[src/rtl/i2cRegPkg.sv]
package i2cRegPkg;

  typedef struct packed {
    logic       ptrClr;
    logic       ptrInc;
    logic       wrEn;
    logic [7:0] wrData;
  } ctrlStrb_t;

  typedef enum logic [2:0] {
    ST_IDLE,
    ST_RX,
    ST_RXACK,
    ST_TX,
    ST_TXACK
  } slvState_t;

  typedef enum logic [1:0] {
    K_ADDR,
    K_CMD,
    K_CNT,
    K_DATA
  } byteKind_t;

endpackage

[src/rtl/i2cSlvCtrl.sv]
module i2cSlvCtrl
  import i2cRegPkg::*;
#(
  parameter logic [6:0] SLAVE_ADDR = 7'h69
) (
  input  logic       clk,
  input  logic       rstN,
  input  logic       sclIn,
  input  logic       sdaIn,
  input  logic [7:0] rdData,
  output ctrlStrb_t  strb,
  output logic       sdaPullLow
);

  localparam int SYNC_STAGES = 2;

  logic [SYNC_STAGES-1:0] sclSyn, sdaSyn;
  logic sclPrev, sdaPrev;
  logic sclNow, sdaNow;
  logic sclRise, sclFall, startCond, stopCond;

  slvState_t  state;
  byteKind_t  kind;
  logic [3:0] bitCnt;
  logic [7:0] rxShift, txShift;
  logic       isRead, mAck;

  always_ff @(posedge clk or negedge rstN) begin
    if (!rstN) begin
      sclSyn  <= '1;
      sdaSyn  <= '1;
      sclPrev <= 1'b1;
      sdaPrev <= 1'b1;
    end else begin
      sclSyn  <= {sclSyn[SYNC_STAGES-2:0], sclIn};
      sdaSyn  <= {sdaSyn[SYNC_STAGES-2:0], sdaIn};
      sclPrev <= sclSyn[SYNC_STAGES-1];
      sdaPrev <= sdaSyn[SYNC_STAGES-1];
    end
  end

  assign sclNow    = sclSyn[SYNC_STAGES-1];
  assign sdaNow    = sdaSyn[SYNC_STAGES-1];
  assign sclRise   = sclNow & ~sclPrev;
  assign sclFall   = ~sclNow & sclPrev;
  assign startCond = sclNow & sclPrev & sdaPrev & ~sdaNow;
  assign stopCond  = sclNow & sclPrev & ~sdaPrev & sdaNow;

  function automatic byteKind_t nextKind(byteKind_t k);
    case (k)
      K_ADDR:  return K_CMD;
      K_CMD:   return K_CNT;
      default: return K_DATA;
    endcase
  endfunction

  always_ff @(posedge clk or negedge rstN) begin
    if (!rstN) begin
      state      <= ST_IDLE;
      kind       <= K_ADDR;
      bitCnt     <= '0;
      rxShift    <= '0;
      txShift    <= '0;
      isRead     <= 1'b0;
      mAck       <= 1'b0;
      sdaPullLow <= 1'b0;
      strb       <= '0;
    end else begin
      strb <= '0;
      if (startCond) begin
        state      <= ST_RX;
        kind       <= K_ADDR;
        bitCnt     <= '0;
        sdaPullLow <= 1'b0;
      end else if (stopCond) begin
        state      <= ST_IDLE;
        sdaPullLow <= 1'b0;
      end else begin
        case (state)
          ST_RX: begin
            if (sclRise && bitCnt != 4'd8) begin
              rxShift <= {rxShift[6:0], sdaNow};
              bitCnt  <= bitCnt + 4'd1;
            end else if (sclFall && bitCnt == 4'd8) begin
              if (kind == K_ADDR && rxShift[7:1] != SLAVE_ADDR) begin
                state <= ST_IDLE;
              end else begin
                state      <= ST_RXACK;
                sdaPullLow <= 1'b1;
                if (kind == K_ADDR) begin
                  isRead      <= rxShift[0];
                  strb.ptrClr <= 1'b1;
                end
                if (kind == K_DATA) begin
                  strb.wrEn   <= 1'b1;
                  strb.wrData <= rxShift;
                end
              end
            end
          end
          ST_RXACK: begin
            if (sclFall) begin
              bitCnt <= '0;
              if (kind == K_ADDR && isRead) begin
                state      <= ST_TX;
                txShift    <= rdData;
                sdaPullLow <= ~rdData[7];
              end else begin
                state      <= ST_RX;
                sdaPullLow <= 1'b0;
                kind       <= nextKind(kind);
              end
            end
          end
          ST_TX: begin
            if (sclFall) begin
              if (bitCnt == 4'd7) begin
                state       <= ST_TXACK;
                sdaPullLow  <= 1'b0;
                strb.ptrInc <= 1'b1;
              end else begin
                bitCnt     <= bitCnt + 4'd1;
                txShift    <= {txShift[6:0], 1'b0};
                sdaPullLow <= ~txShift[6];
              end
            end
          end
          ST_TXACK: begin
            if (sclRise) mAck <= ~sdaNow;
            if (sclFall) begin
              if (mAck) begin
                state      <= ST_TX;
                bitCnt     <= '0;
                txShift    <= rdData;
                sdaPullLow <= ~rdData[7];
              end else begin
                state <= ST_IDLE;
              end
            end
          end
          default: ;
        endcase
      end
    end
  end

endmodule

[src/rtl/i2cRegDatapath.sv]
module i2cRegDatapath
  import i2cRegPkg::*;
#(
  parameter int                      NUM_REGS     = 17,
  parameter int                      STATUS_IDX   = 8,
  parameter logic [NUM_REGS-1:0]     WR_MASK      = 17'h07EFF,
  parameter logic [NUM_REGS*8-1:0]   RESET_VALUES = '0
) (
  input  logic                  clk,
  input  logic                  rstN,
  input  ctrlStrb_t             strb,
  input  logic [7:0]            statusIn,
  output logic [7:0]            rdData,
  output logic [NUM_REGS*8-1:0] regOut
);

  localparam int PTR_W = $clog2(NUM_REGS + 1);
  localparam logic [PTR_W-1:0] PTR_END = PTR_W'(NUM_REGS);

  logic [PTR_W-1:0] ptr;

  always_ff @(posedge clk or negedge rstN) begin
    if (!rstN) begin
      ptr <= '0;
    end else if (strb.ptrClr) begin
      ptr <= '0;
    end else if ((strb.wrEn || strb.ptrInc) && ptr != PTR_END) begin
      ptr <= ptr + 1'b1;
    end
  end

  for (genvar i = 0; i < NUM_REGS; i++) begin : g_reg
    if (i == STATUS_IDX) begin : g_status
      assign regOut[i*8 +: 8] = statusIn;
    end else if (WR_MASK[i]) begin : g_rw
      logic [7:0] regByte;
      always_ff @(posedge clk or negedge rstN) begin
        if (!rstN)
          regByte <= RESET_VALUES[i*8 +: 8];
        else if (strb.wrEn && ptr == PTR_W'(i))
          regByte <= strb.wrData;
      end
      assign regOut[i*8 +: 8] = regByte;
    end else begin : g_ro
      assign regOut[i*8 +: 8] = RESET_VALUES[i*8 +: 8];
    end
  end

  always_comb begin
    rdData = 8'h00;
    for (int i = 0; i < NUM_REGS; i++) begin
      if (ptr == PTR_W'(i)) rdData = regOut[i*8 +: 8];
    end
  end

endmodule

[src/rtl/i2cRegSlave.sv]
module i2cRegSlave
  import i2cRegPkg::*;
#(
  parameter int                    NUM_REGS     = 17,
  parameter logic [6:0]            SLAVE_ADDR   = 7'h69,
  parameter int                    STATUS_IDX   = 8,
  parameter logic [NUM_REGS-1:0]   WR_MASK      = 17'h07EFF,
  parameter logic [NUM_REGS*8-1:0] RESET_VALUES = {
    8'hA1, 8'h62, 8'h00, 8'h00, 8'h00, 8'h40, 8'h00, 8'hE0, 8'h00,
    8'hFF, 8'hFF, 8'hCF, 8'h00, 8'h00, 8'h00, 8'h00, 8'h00}
) (
  input  logic                  clk,
  input  logic                  rstN,
  input  logic                  sclIn,
  input  logic                  sdaIn,
  input  logic [7:0]            statusIn,
  output logic                  sdaPullLow,
  output logic [NUM_REGS*8-1:0] regOut
);

  ctrlStrb_t  ctrlStrb;
  logic [7:0] rdData;

  i2cSlvCtrl #(
    .SLAVE_ADDR(SLAVE_ADDR)
  ) u_ctrl (
    .clk       (clk),
    .rstN      (rstN),
    .sclIn     (sclIn),
    .sdaIn     (sdaIn),
    .rdData    (rdData),
    .strb      (ctrlStrb),
    .sdaPullLow(sdaPullLow)
  );

  i2cRegDatapath #(
    .NUM_REGS    (NUM_REGS),
    .STATUS_IDX  (STATUS_IDX),
    .WR_MASK     (WR_MASK),
    .RESET_VALUES(RESET_VALUES)
  ) u_dp (
    .clk     (clk),
    .rstN    (rstN),
    .strb    (ctrlStrb),
    .statusIn(statusIn),
    .rdData  (rdData),
    .regOut  (regOut)
  );

endmodule

[config.mk]
export PLATFORM = sky130hd
export DESIGN_NAME = i2cRegSlave
export DESIGN_NICKNAME = d
export VERILOG_FILES = /design/src/rtl/i2cRegPkg.sv /design/src/rtl/i2cSlvCtrl.sv /design/src/rtl/i2cRegDatapath.sv /design/src/rtl/i2cRegSlave.sv
export SDC_FILE = /design/constraint.sdc
export NUM_CORES = 1
export LEC_CHECK = 0
export ABC_AREA = 1
export BUFFER_PORTS_ARGS = -buffer_cell sky130_fd_sc_hd__buf_2
export CAP_MARGIN = 5
export CORE_UTILIZATION = 49
export CTS_CLUSTER_SIZE = 12
export DETAILED_ROUTE_END_ITERATION = 10
export PLACE_DENSITY = 0.72
export REMOVE_ABC_BUFFERS = 1
export SLEW_MARGIN = 15
export SYNTH_ARGS = -nofsm -noshare
export SYNTH_HDL_FRONTEND = slang
export SYNTH_SLANG_ARGS = --single-unit
export TNS_END_PERCENT = 50
[constraint.sdc]
create_clock -name clk -period 3.47 [get_ports clk]
set_clock_uncertainty 0.2 [all_clocks]
set_input_delay 0.1735 -clock clk [delete_from_list [all_inputs] [get_ports clk]]
set_output_delay 0.1735 -clock clk [all_outputs]
set_load 0.02 [all_outputs]
### After elaboration in Yosys (flattened, before gate mapping)

Index checks and enable logic that the tools add are counted.
Widths: inputs -> output; s select.

* output and inout port bits: 137
* input bits: 12
* register bits: 161
* word-level logic and storage cells: 215

* add/subtract/negate cells: 2
* reductions and logical operators: 36
* equality and inequality tests: 49
* bitwise operators: 17
* mux-type cells: 80

Operators with widths (count)
* $mux 8: 17
* $mux 9: 5
* $mux 7: 6
* $eq 5x4->1 const B: 8
* $mux 4: 8
* $mux 3: 8
* $ne 4x1->1 const B: 6
* $mux 11: 2
* $pmux 7 s3: 1
* $eq 5x3->1 const B: 4
* $logic_and 1x1->1: 19
* $mux 1: 19
* $mux 2: 8
* $pmux 4 s4: 1
* $reduce_and 8->1: 2
* $ne 3x1->1 const B: 5
* $ne 2x1->1 const B: 7
* $reduce_and 7->1: 2
* $pmux 3 s4: 1
* $reduce_and 4->1: 3
* $eq 5x2->1 const B: 2
* $mux 5: 2
* $not 1->1: 10
* $reduce_and 9->1: 1
* other kinds (27): 37

### Logic depth before layout (Yosys ltp)

Gate-level depths: netlist of the first run.

* depth after elaboration: 24
* gate-level depth with buffers: 24
* gate-level depth less buffers: 24

### By module

Synthesis of the first run repeated with hierarchy kept, for this count alone.

* cell total of the unflattened synthesis: 1055
* area total of the unflattened synthesis: 8319.2 sq um

Modules (own cells, without submodules)
* i2cRegDatapath: area each 6163.4 sq um, cells an instance 802, times used 1
* i2cSlvCtrl: area each 2155.8 sq um, cells an instance 253, times used 1

### Least setup slack after synthesis of the first run

OpenSTA, ideal clock, no wires.

* path kind: register to register
* start: register u_dp.ptr[1]
* end: register u_ctrl.sdaPullLow
* setup time: 116 ps
* clock period less this slack: 2235 ps
* required time: 3154 ps
* arrival time: 1918 ps
* setup slack: 1235 ps
* buffers on the path: 0
* stages on the path, launching flop included: 24
* cells stage by stage: dfrtp_1 -> inv_1 -> ha_1 -> nand2_2 -> nor2_4 -> nand2_1 -> nand3_1 -> nand3_1 -> nand2_1 -> nand2_1 -> nand2_1 -> nand2_1 -> nand3_1 -> nand2_1 -> nand2_1 -> nand2_1 -> nand2_1 -> nand2_1 -> nand2_1 -> nand2_1 -> nand2_1 -> nand2_1 -> nand2_1 -> nand2_1

* word-level cells in the longest chain between the ends: 24
* elaborated cells between the ends (all ways): 42
* classes of those cells: 16 x eq/ne; 24 x mux; 1 x bitwise; 1 x reduce/logical

Ends and longest elaborated chain
* start: declaration: RTL line i2cRegDatapath.sv:20 `logic [PTR_W-1:0] ptr;`
* start signal: assignment: RTL line i2cRegDatapath.sv:28 `ptr <= ptr + 1'b1;`
* $logic_not 5->1: RTL line i2cRegDatapath.sv:52 `if (ptr == PTR_W'(i)) rdData = regOut[i*8 +: 8];`
* $mux 8 (16 in a row): RTL line i2cRegDatapath.sv:52
* $mux 8 (*): RTL line i2cRegDatapath.sv:52
* $not 1->1 (*): RTL line i2cSlvCtrl.sv:107, i2cSlvCtrl.sv:135
* $mux 1 (on tied branches): RTL line i2cSlvCtrl.sv:131, i2cSlvCtrl.sv:104
* $mux 1 (on tied branches): RTL line i2cSlvCtrl.sv:130, i2cSlvCtrl.sv:102
* $pmux 1 s4 (*): RTL line i2cSlvCtrl.sv:79 `case (state)`
* $mux 1 (*): RTL line i2cSlvCtrl.sv:75 `end else if (stopCond) begin`
* $mux 1 (*): RTL line i2cSlvCtrl.sv:70 `if (startCond) begin`
* end signal: assignment: RTL line i2cSlvCtrl.sv:107 `sdaPullLow <= ~rdData[7];`
* end signal: assignment: RTL line i2cSlvCtrl.sv:124 `sdaPullLow <= ~txShift[6];`
* end signal: assignment: RTL line i2cSlvCtrl.sv:135 `sdaPullLow <= ~rdData[7];`
* end: declaration: RTL line i2cSlvCtrl.sv:12 `output logic sdaPullLow`

Mark *: on every way between the ends. The rest lies on a longest branch, timed or not. The select of a mux whose other input is x is not followed.
A chain may end at the register's enable or synchronous reset.

### Worst setup path in the final report of the first run

Ends and elaborated chain as after synthesis.

==> results.md, run 1 <==
- Mean routed wirelength per cell: 15.3 um
- Synth Register Bits: 161
- Tmin final: 2.77 ns
- CTS HTree Levels: 4
- Initial antenna violation count: 0
- Clk_lat worst skew: roughly 0.43 ns
- Port-buffer cells: 132
- Total grt overflow: 0
- Worst slew pin tran: a little under 0.7 ns
- Data arrival, critical path: ~2.9 ns
- DRC viols: 0
- Final net count: 1174
- Share of the synthesized area in the top cell type: between 40% and 50%
- Peak VDD IR: 315 uV
- First-pass GRT wire length: 33100 um
- Complex-gate fraction of the synthesized area: 12.6%
- Setup tns final: 0 ns
- PnR Total Power: approximately 4700 uW
- Total GRT Usage: 25.9%
- Relative slew slack: 53.8%
- Largest net degree at the start of global routing: 71
- Simple-Gate Fraction of Synth Area: 25.8%
- Die footprint: 16900 sq um
- Vias in the first global route: between 6000 and 7000
- Fmax: 361 MHz
- Max-cap viol count: 0
- Die Y: 130 um
- Status: finished, final reports clean
- Routed via count: 7077
- Ports: 149
- Routed vias/inst: 5.11
- Clk sinks: 161
- Max Slew Vio Count: 0
- Final hold viol count: 0
- Period utilization: 79.9%
- Most frequent cells in the layout: 335 x nand2_1, 157 x o21ai_0, 131 x buf_2
- RSZ-0062 raised after global routing: no
- Syn Inst Count: 1038
- Worst EP required: 3.63 ns
- Largest family of logic cells by synthesized area: simple AND/OR/NAND/NOR gates
- Pwr/cell area: 498 nW/um^2
- GP Congestion: 0.875
- Kind of start point of the critical path: flop
- Share of cells above drive strength 1: 20.2%
- Worst-path clk slew: 0.06 ns
- Final HPWL DP: 14900 um
- CTS tree: done
- Commonest non-fill, non-tap cell in the layout: nand2_1
- Area Overhead vs Synth: 16.5%
- Area share of fa/ha/maj cells after synthesis: 1.09%
- Core area: 15900 sq um
- Placed cells: 1349
- Synthesized area per cell: 7.75 sq um
- Mapped cell area: 8040 sq um
- Final core utilization: 58.8%
- Worst Hold Class: primary input to async pin
- Crit. End Element: flop
- Final WL: between 20000 and 25000 um
- Sequential area share after synthesis: 50.6%
- Area contributors post-synth: dfrtp_1 40%, nand2_1 16%, dfstp_2 10%
- Initial DRC count: 599
- Fin cells: between 1000 and 1500
- Post-synthesis mux area share: 0%
- Crit path kind: flop to flop
- Chip width: 130 um
- Inserted Clock Buffers: 17
- Crit path max fanout: 9
- Final Setup Violations: 0
- Post-synth top area cell: dfrtp_1
- Leak pwr: 0.00473 uW
- XOR/XNOR Fraction of Synth Area: 0%
- Post-CTS setup buffer count: 0
- Antenna-violating nets left: 0
- Clock root buffer: clkbuf_16
- Ant. Diodes: 0
- Post-CTS sizing: 0
- Clock tree buffer depth: 2
- Rows: 46
- Drt pass-1 iters: 8
- Synth warn: 0
- Starting Density: 50.4%
- Post-synth cell types: 39
worst max-delay path, cell delays in order (launching register included):
cell and delay [ns]:
dfrtp_1 0.40, inv_1 0.10, ha_1 0.24, inv_1 0.07
nor2_1 0.05, nand2_1 0.25, clkinv_1 0.29, nand2_1 0.13
nand2_1 0.06, inv_1 0.06, nand2_1 0.06, nand2_1 0.06
nand3_1 0.08, nand2_1 0.08, nand2_1 0.06, nand2_1 0.05
nand2_1 0.06, nand2_1 0.08, nand2_1 0.07, nand2_1 0.08
nand2_1 0.05, nand2_1 0.05, nand2_1 0.04, nand2_1 0.06
path summary, 6_finish.rpt:
kind | start | endpoint | slack [ns] | depth (start not counted)
min in group clk | u_ctrl.sclSyn[0]$_DFF_PN1_ | u_ctrl.sclSyn[1]$_DFF_PN1_ | 0.16 | 0
hold reg to reg | u_ctrl.sclSyn[0]$_DFF_PN1_ | u_ctrl.sclSyn[1]$_DFF_PN1_ | 0.16 | 0
max in group asynchronous | rstN | u_dp.g_reg[9].g_rw.regByte[5]$_DFFE_PN1P_ | 2.09 | 3
setup / recovery | u_dp.ptr[1]$_DFFE_PN0P_ | u_ctrl.sdaPullLow$_DFFE_PN0P_ | 0.70 | 23
setup reg to reg | u_dp.ptr[1]$_DFFE_PN0P_ | u_ctrl.sdaPullLow$_DFFE_PN0P_ | 0.70 | 23
hold / removal | rstN | u_ctrl.rxShift[4]$_DFFE_PN0P_ | 0.09 | 2
flip-flops by register name (all words and copies together), names as in the netlist, 2 cells and up:
register / count
u_ctrl.rxShift: 8
u_ctrl.strb: 11
u_dp.ptr: 5
u_ctrl.kind: 2
u_ctrl.state: 3
u_ctrl.bitCnt: 4
u_dp.g.g_rw.regByte: 112
u_ctrl.txShift: 7
u_ctrl.sclSyn: 2
u_ctrl.sdaSyn: 2
logic make-up after synthesis:
family	after synthesis
buffers and inverters	183
other	2
flip-flops	161
adder cells (fa/ha/maj)	7
AO/OA/AOI/OAI	195
AND/OR/NAND/NOR	490
per-layer routing:
| metal | vias up | GRT usage (%) | wire length, um |
|---|---|---|---|
| met1 | 3299 | 34.3 | 9490 |
| met2 | 247 | 42.3 | 10100 |
| met5 | - | 0 | 0 |
| met3 | 34 | 4.51 | 1080 |
| li1 | 3497 | - | - |
| met4 | 0 | 9.92 | 492 |
final cells by class:
cell class,instances,area [sq um]
clock buffer,23,468
tap,216,270
timing repair buffer,138,732
sequential,161,4070
fill,1489,6580
clock inverter,9,109
inverter,129,487
multi-input combinational,708,3230
per-stage QoR:
step,hold WS (ns),instance area [sq um],setup WS (ns)
floorplan,-0.322,7790,1.19
global placement,-0.0104,8760,0.802
detailed placement,-0.00920,8760,0.741
CTS,0.108,9370,0.722
global route,0.138,9370,0.387
finish,0.0904,9370,0.699
report_power, final:
part | total (uW) | switching [uW] | internal, uW
registers | 2090 | 82.0 | 2000
clock network | 1840 | 743 | 1100
logic | 739 | 506 | 232
synth_stat cells (all sizes together):
cell type	instances
dfstp	32
a21oi	24
nor2	49
nand4	4
o21ai	158
and3	1
dfrtp	129
conb	2
o31ai	3
buf	28
clkbuf	26
o211ai	4
nor3	18
nand2	340
and2	1
or2	15
a31oi	1
nor3b	1
inv	126
clkinv	3
o21a	1
nand3	59
ha	7
nor4	2
o21bai	1
a211oi	3
repair_timing:
action | in CTS | in global routing
endpoints found under the setup margin | 0 | 0
hold endpoints to repair | 61 | 0
hold buffers | 3 | 0
(Power assumes the default switching activity.)
==> run 2, diff against run 1 <==
--- a/config.mk
+++ b/config.mk
@@ -11,7 +11,7 @@
 export CORE_UTILIZATION = 49
 export CTS_CLUSTER_SIZE = 12
 export DETAILED_ROUTE_END_ITERATION = 10
-export PLACE_DENSITY = 0.72
+export PLACE_DENSITY = 0.75
 export REMOVE_ABC_BUFFERS = 1
 export SLEW_MARGIN = 15
 export SYNTH_ARGS = -nofsm -noshare
==> constraint.sdc (replaced) <==
create_clock -name clk -period 2.5 [get_ports clk]
set_clock_uncertainty 0.2 [all_clocks]
set_input_delay 0.125 -clock clk [delete_from_list [all_inputs] [get_ports clk]]
set_output_delay 0.125 -clock clk [all_outputs]
set_load 0.02 [all_outputs]
==> run 2 against run 1 <==
Against the previous run: the flow now finishes with violations (negative setup slack); via count grew 3.3%; critical path depth did not move; combinational power grew 50%; utilization rose by 3.4 points; power grew 45%; sequential cell count did not move; clock-buffer cell count is 1 higher; routed wire length grew 0.58%; maximum frequency rose by 9.8%; sequential share of layout area shrank 2.3 points; sequential power is 39% higher; critical endpoint unchanged; largest power group unchanged; highest routed layer unchanged.
==> results.md, run 2 (synthesis results as in run 1) <==
- CTS HTree Levels: 4
- Worst Hold Class: primary input to async pin
- CTS tree: done
- Failing checks: negative setup slack
- Total grt overflow: 0
- Chip width: 130 um
- Largest net degree at the start of global routing: 65
- Drt pass-1 iters: 5
- Mean routed wirelength per cell: 15.0 um
- Delay-heaviest family, CP: simple AND/OR/NAND/NOR gates
- Crit path kind: flop to flop
- Peak VDD IR: 523 uV
- Data arrival, critical path: 2.65 ns
- R2r startpoint: u_dp.ptr[0]$_DFFE_PN0P_
- Worst-path cell chain: inv_4 -> ha_4 -> nand2_4 -> nor2_4 -> nand3_1 -> nand3_1 -> nand3_1 -> nand2_1 -> nand2_1 -> nand2_1 -> nand2_1 -> nand3_1 -> nand2_1 -> nand2_1 -> nand2_1 -> nand2_1 -> nand2_1 -> nand2_1 -> nand2_1 -> nand2_1 -> nand2_1 -> nand2_1 -> nand2_1
- First-pass GRT wire length: 32300 um
- Critical Path Max Stage Delay: 0.45 ns
- Logic pwr share: between 10% and 20%
- Fill cells: about 1400
- Worst-path clk slew: 0.06 ns
- Leak pwr: 0.00499 uW
- Sw power: 1890 uW
- Clock share of power: 40.7%
- Relative slew slack: 52.8%
- Cell Int Power: 4860 uW
- GP Congestion: between 0.9 and 1
- DP Area: 8970 sq um
- Fmax: a little under 400 MHz
- Worst slew pin tran: 0.707 ns
- Inserted Clock Buffers: 17
- DRC viols: 0
- Final WL: between 20000 and 25000 um
- Max-cap viol count: 0
- Ports: 149
- Most frequent cells in the layout: 326 x nand2_1, 157 x o21ai_0, 131 x buf_2
- Setup tns final: -0.0233 ns
- Clk sinks: 161
- Tmin final: 2.52 ns
- Worst EP required: between 2 and 3 ns
- Reg with most FFs: u_dp.g.g_rw.regByte
- Area of the multi-input gates: 3410 sq um
- Largest register FFs: 112
- Commonest non-fill, non-tap cell in the layout: nand2_1
- Clock tree buffer depth: 2
- Rows: 46
- Sw Share: 28.0%
- Status: complete, but fails checks
- Worst setup margin: -0.0233 ns
- Core area: 15900 sq um
- Die footprint: approximately 17000 sq um
- Ant. Diodes: 0
- Crit. End Element: flop
- Final HPWL DP: 14700 um
- Reg area: 4070 sq um
- Starting Density: 50.4%
- Clk_lat worst skew: about 0.43 ns
- Most numerous cell on the critical path: nand2_1
- CP bufs+invs: 1
- Antenna-violating nets left: 0
- Pwr/cell area: roughly 680 nW/um^2
- Register-to-register setup slack: -0.02 ns
- Design area: 9910 sq um
- RSZ-0062 raised after global routing: yes
- Port-buffer cells: 132
- Crit path max fanout: 8
- Reg-to-Reg End: u_ctrl.sdaPullLow$_DFFE_PN0P_
- Final net count: 1209
- Max Slew Vio Count: 0
- Regs by FF count: u_dp.g.g_rw.regByte x112, u_ctrl.strb x11, u_ctrl.rxShift x8
- Routed via count: roughly 7300
- Period utilization: 101%
- Final hold viol count: 0
- Die Y: 130 um
- Min Hold Slack: 0.0523 ns
- Area Overhead vs Synth: 23.2%
- Kind of start point of the critical path: flop
- Routed vias/inst: 5.15
- PnR Total Power: 6750 uW
- Initial DRC count: 638
- CP max stage cell: dfrtp_2
- Clock root buffer: clkbuf_16
- Final Setup Violations: 1
- Share of cells above drive strength 1: 25.8%
- Initial antenna violation count: 0
- Total GRT Usage: 25.2%
- Register-to-Register Path Depth: 23
- Vias in the first global route: 6437
- Reg power frac: 42.9%
-- run 2: worst max path at each step --
stage	startpoint	end	slack, ns	cells after the start
2_1_floorplan	u_dp.ptr[0]$_DFFE_PN0P_	u_ctrl.txShift[0]$_DFFE_PN0P_	0.22	20
3_3_place_gp	u_dp.ptr[0]$_DFFE_PN0P_	u_ctrl.sdaPullLow$_DFFE_PN0P_	-0.009	23
3_5_place_dp	u_dp.ptr[0]$_DFFE_PN0P_	u_ctrl.sdaPullLow$_DFFE_PN0P_	-0.06	23
4_1_cts	u_dp.ptr[0]$_DFFE_PN0P_	u_ctrl.txShift[0]$_DFFE_PN0P_	0.0003	20
5_1_grt	u_dp.ptr[1]$_DFFE_PN0P_	u_ctrl.txShift[5]$_DFFE_PN0P_	-0.20	20
6_report	u_dp.ptr[0]$_DFFE_PN0P_	u_ctrl.sdaPullLow$_DFFE_PN0P_	-0.02	23
-- run 2: metrics by stage --
step	setup slack, ns	std cells	util, %
after CTS	0.000270	1410	60.5
after detailed placement	-0.0616	1375	56.3
after floorplan	0.221	998	-
after global placement	-0.00873	1375	56.3
after global routing	-0.199	1419	62.1
final	-0.0233	1419	62.1
-- run 2: cell type report --
class                           instances  share of cell area [%]
Clock buffer                           24                    5.07
Clock inverter                          8                    1.26
Inverter                              129                    5.08
Multi-Input combinational cell        708                    34.4
Sequential cell                       161                    41.1
Tap cell                              216                    2.73
Timing Repair Buffer                  172                    10.3
Timing Repair inverter                  1                  0.0505
-- run 2: power by group through the flow --
stage	registers (uW)	clock network (uW)	logic, uW
2_1_floorplan	2920	0	728
3_3_place_gp	2930	0	1010
6_report	2900	2740	1110
4_1_cts	2890	2770	1060
5_1_grt	2910	2870	1240
3_5_place_dp	2930	0	1050
-- run 2: routing by layer --
layer | wire, um | up-vias | part of all wire (%) | global-route usage (%)
met5 | 0 | - | 0 | 0
met3 | 1410 | 39 | 6.7 | 4.55
met1 | 9040 | 3411 | 43 | 33.1
li1 | - | 3558 | - | -
met2 | 10300 | 303 | 48 | 41.0
met4 | 512 | 0 | 2.4 | 10.6
-- run 2: what timing repair did --
item                       in CTS  in global routing
gates resized for setup         6                 51
cloned                          0                  1
pin swaps                       0                 28
hold buffers                    3                  0
setup endpoints to repair       6                  8
setup buffers                   0                  8
hold endpoints to repair      157                  0
==> run 3, diff against run 2 <==
--- a/config.mk
+++ b/config.mk
@@ -8,10 +8,12 @@
 export ABC_AREA = 1
 export BUFFER_PORTS_ARGS = -buffer_cell sky130_fd_sc_hd__buf_2
 export CAP_MARGIN = 5
-export CORE_UTILIZATION = 49
+export CELL_PAD_IN_SITES_DETAIL_PLACEMENT = 0
+export CELL_PAD_IN_SITES_GLOBAL_PLACEMENT = 2
+export CORE_UTILIZATION = 29
 export CTS_CLUSTER_SIZE = 12
 export DETAILED_ROUTE_END_ITERATION = 10
-export PLACE_DENSITY = 0.75
+export PLACE_DENSITY_LB_ADDON = 0.1
 export REMOVE_ABC_BUFFERS = 1
 export SLEW_MARGIN = 15
 export SYNTH_ARGS = -nofsm -noshare
==> run 3 against run 2 <==
Against the previous run: the run still ends with negative setup slack left; highest routed layer unchanged; largest cell class unchanged; clock power decreased by 6%; first-iteration DRC count decreased by 27%; worst setup slack got worse by 0.0077 ns; sequential share of layout area shrank 2.0 points.
==> results.md, run 3 (synthesis results as in run 1) <==
- Final hold viol count: 0
- Worst Hold Class: primary input to flop
- Drt pass-1 iters: 6
- Clk_lat worst skew: about 0.43 ns
- Kind of start point of the critical path: flop
- Peak VDD IR: just under 400 uV
- CP max stage cell: dfrtp_2
- Relative slew slack: 44.3%
- Worst-path clk slew: about 0.070 ns
- Area Overhead vs Synth: 29.4%
- R2r startpoint: u_dp.ptr[0]$_DFFE_PN0P_
- Reg-to-Reg End: u_ctrl.sdaPullLow$_DFFE_PN0P_
- Area of the multi-input gates: approximately 3500 sq um
- Final net count: 1244
- Chip width: 169 um
- Register-to-register setup slack: -0.03 ns
- Worst-path cell chain: inv_4 -> ha_4 -> nand2_4 -> nor2_4 -> buf_4 -> nand3_1 -> nand3_2 -> nand3_2 -> nand2_1 -> nand2_1 -> nand2_1 -> nand2_1 -> nand3_1 -> nand2_1 -> nand2_1 -> nand2_1 -> nand2_1 -> nand2_1 -> nand2_1 -> nand2_1 -> nand2_1 -> nand2_1 -> nand2_1 -> nand2_1
- Port-buffer cells: 132
- Tmin final: between 2 and 3 ns
- DRC viols: 0
- Largest register FFs: 112
- Max Slew Vio Count: 0
- Starting Density: 29.7%
- Initial DRC count: 467
- Critical Path Max Stage Delay: 0.45 ns
- Most frequent cells in the layout: 319 x nand2_1, 154 x o21ai_0, 131 x buf_2
- Placed cells: 1560
- Inserted Clock Buffers: 17
- Worst Setup SP: u_dp.ptr[0]$_DFFE_PN0P_
- Vias in the first global route: 6828
- Total grt overflow: 0
- Ports: between 100 and 150
- Crit path max fanout: 6
- Ant. Diodes: 0
- Data arrival, critical path: 2.65 ns
- Leak pwr: just over 0.005 uW
- Die Y: 169 um
- CP Capture Point: u_ctrl.sdaPullLow$_DFFE_PN0P_
- Worst setup margin: -0.0309 ns
- Rows: 60
- Max-cap viol count: 0
- Crit path kind: flop to flop
- Clock tree buffer depth: 2
- Fin cells: 1610
- Register-to-Register Path Depth: 24
- Fill cells: just under 3000
- Final HPWL DP: between 15000 and 20000 um
- Status: complete, but fails checks
- Place WS: -0.239 ns
- Die footprint: 28400 sq um
- Share of cells above drive strength 1: 29.3%
- Final Setup Violations: 4
- Most numerous cell on the critical path: nand2_1
- Reg area: 4070 sq um
- Clk sinks: around 160
- CTS HTree Levels: 4
- Routed vias/inst: 4.43
- Regs by FF count: u_dp.g.g_rw.regByte x112, u_ctrl.strb x11, u_ctrl.rxShift x8
- GP Congestion: approximately 0.8
- Mean routed wirelength per cell: 16.4 um
- Clock root buffer: clkbuf_16
- Core area: 27100 sq um
- Antenna-violating nets left: 0
- Period utilization: 101%
- Worst slew pin tran: 0.835 ns
- Final WL: 26400 um
- Reg with most FFs: u_dp.g.g_rw.regByte
- Largest net degree at the start of global routing: 64
- Routed via count: 7126
- Fmax: 395 MHz
- Failing checks: negative setup slack
- RSZ-0062 raised after global routing: yes
- Crit. End Element: flop
- Commonest non-fill, non-tap cell in the layout: nand2_1
- Pwr/cell area: 638 nW/um^2
- Initial antenna violation count: 1
- CTS tree: done
- Total GRT Usage: 19.1%
- First-pass GRT wire length: 41000 um
- Worst EP required: between 2 and 3 ns
-- run 3: cell types whose count changed in the layout (fill, tap and decap cells not counted), moves of 3 or more --
cell | before | now
buf_4 | 30 | 59
buf_6 | 6 | 10
clkbuf_8 | 5 | 2
inv_2 | 9 | 13
inv_6 | 0 | 3
nand2_1 | 326 | 319
nand2_2 | 11 | 17
nand3_1 | 46 | 36
nand3_2 | 12 | 23
o21ai_0 | 157 | 154
-- run 3: repair_timing --
action | CTS | global route
resized for setup | 31 | 54
hold buffers | 5 | 0
pin swaps | 12 | 23
cloned | 0 | 1
endpoints found under the hold margin | 137 | 0
setup buffers | 5 | 7
setup endpoints to repair | 7 | 26
-- run 3: worst max-delay path: cells and delay by family, from the launching register on --
kind | cells | cell delay (ns)
DFF | 1 | 0.45
and+or+nand+nor | 21 | 1.38
adders and majority gates | 1 | 0.15
buffers and inverters | 2 | 0.23
-- run 3: worst min-delay path by stage --
stage	from	to	slack (ns)	depth (start not counted)
after global placement	rstN	u_ctrl.rxShift[2]$_DFFE_PN0P_	-0.11	1
after CTS	sdaIn	u_ctrl.sdaSyn[0]$_DFF_PN1_	0.11	2
final	sdaIn	u_ctrl.sdaSyn[0]$_DFF_PN1_	0.14	2
after floorplan	rstN	u_ctrl.bitCnt[0]$_DFFE_PN0P_	-0.37	0
after detailed placement	rstN	u_ctrl.rxShift[3]$_DFFE_PN0P_	-0.11	1
after global routing	sclIn	u_ctrl.sclSyn[0]$_DFF_PN1_	0.13	2
-- run 3: layer usage --
metal  vias up  track usage [%]  wire [um]
met5         -                0          0
met4         0             3.79        138
met3         7             2.95        789
met2       127             31.3      12700
met1      3347             26.8      12800
li1       3645                -          -
-- run 3: cell type report --
cell class | count | share of cell area, %
inverter | 129 | 4.77
clock inverter | 10 | 0.986
timing repair buffer | 207 | 12.5
clock buffer | 22 | 4.46
sequential | 161 | 39.1
tap | 372 | 4.47
multi-input combinational | 709 | 33.7
-- run 3: power by group --
part           switching [uW]  internal [uW]  leakage (uW)  total [uW]
Clock                    1140           1440      0.000260        2580
Sequential                114           2780       0.00210        2890
Combinational             763            398       0.00282        1160
-- run 3: stage by stage --
stage               utilization (%)  setup TNS [ns]  total power [uW]  hold WS [ns]  area (sq um)
floorplan                         -               0              3640        -0.371          7790
global placement               34.6          -0.810              4040        -0.110          9380
detailed placement             34.6           -1.10              4030        -0.111          9380
CTS                            37.5          -0.292              6670         0.114         10200
global route                   38.4           -1.42              6980         0.130         10400
finish                         38.4         -0.0694              6630         0.140         10400
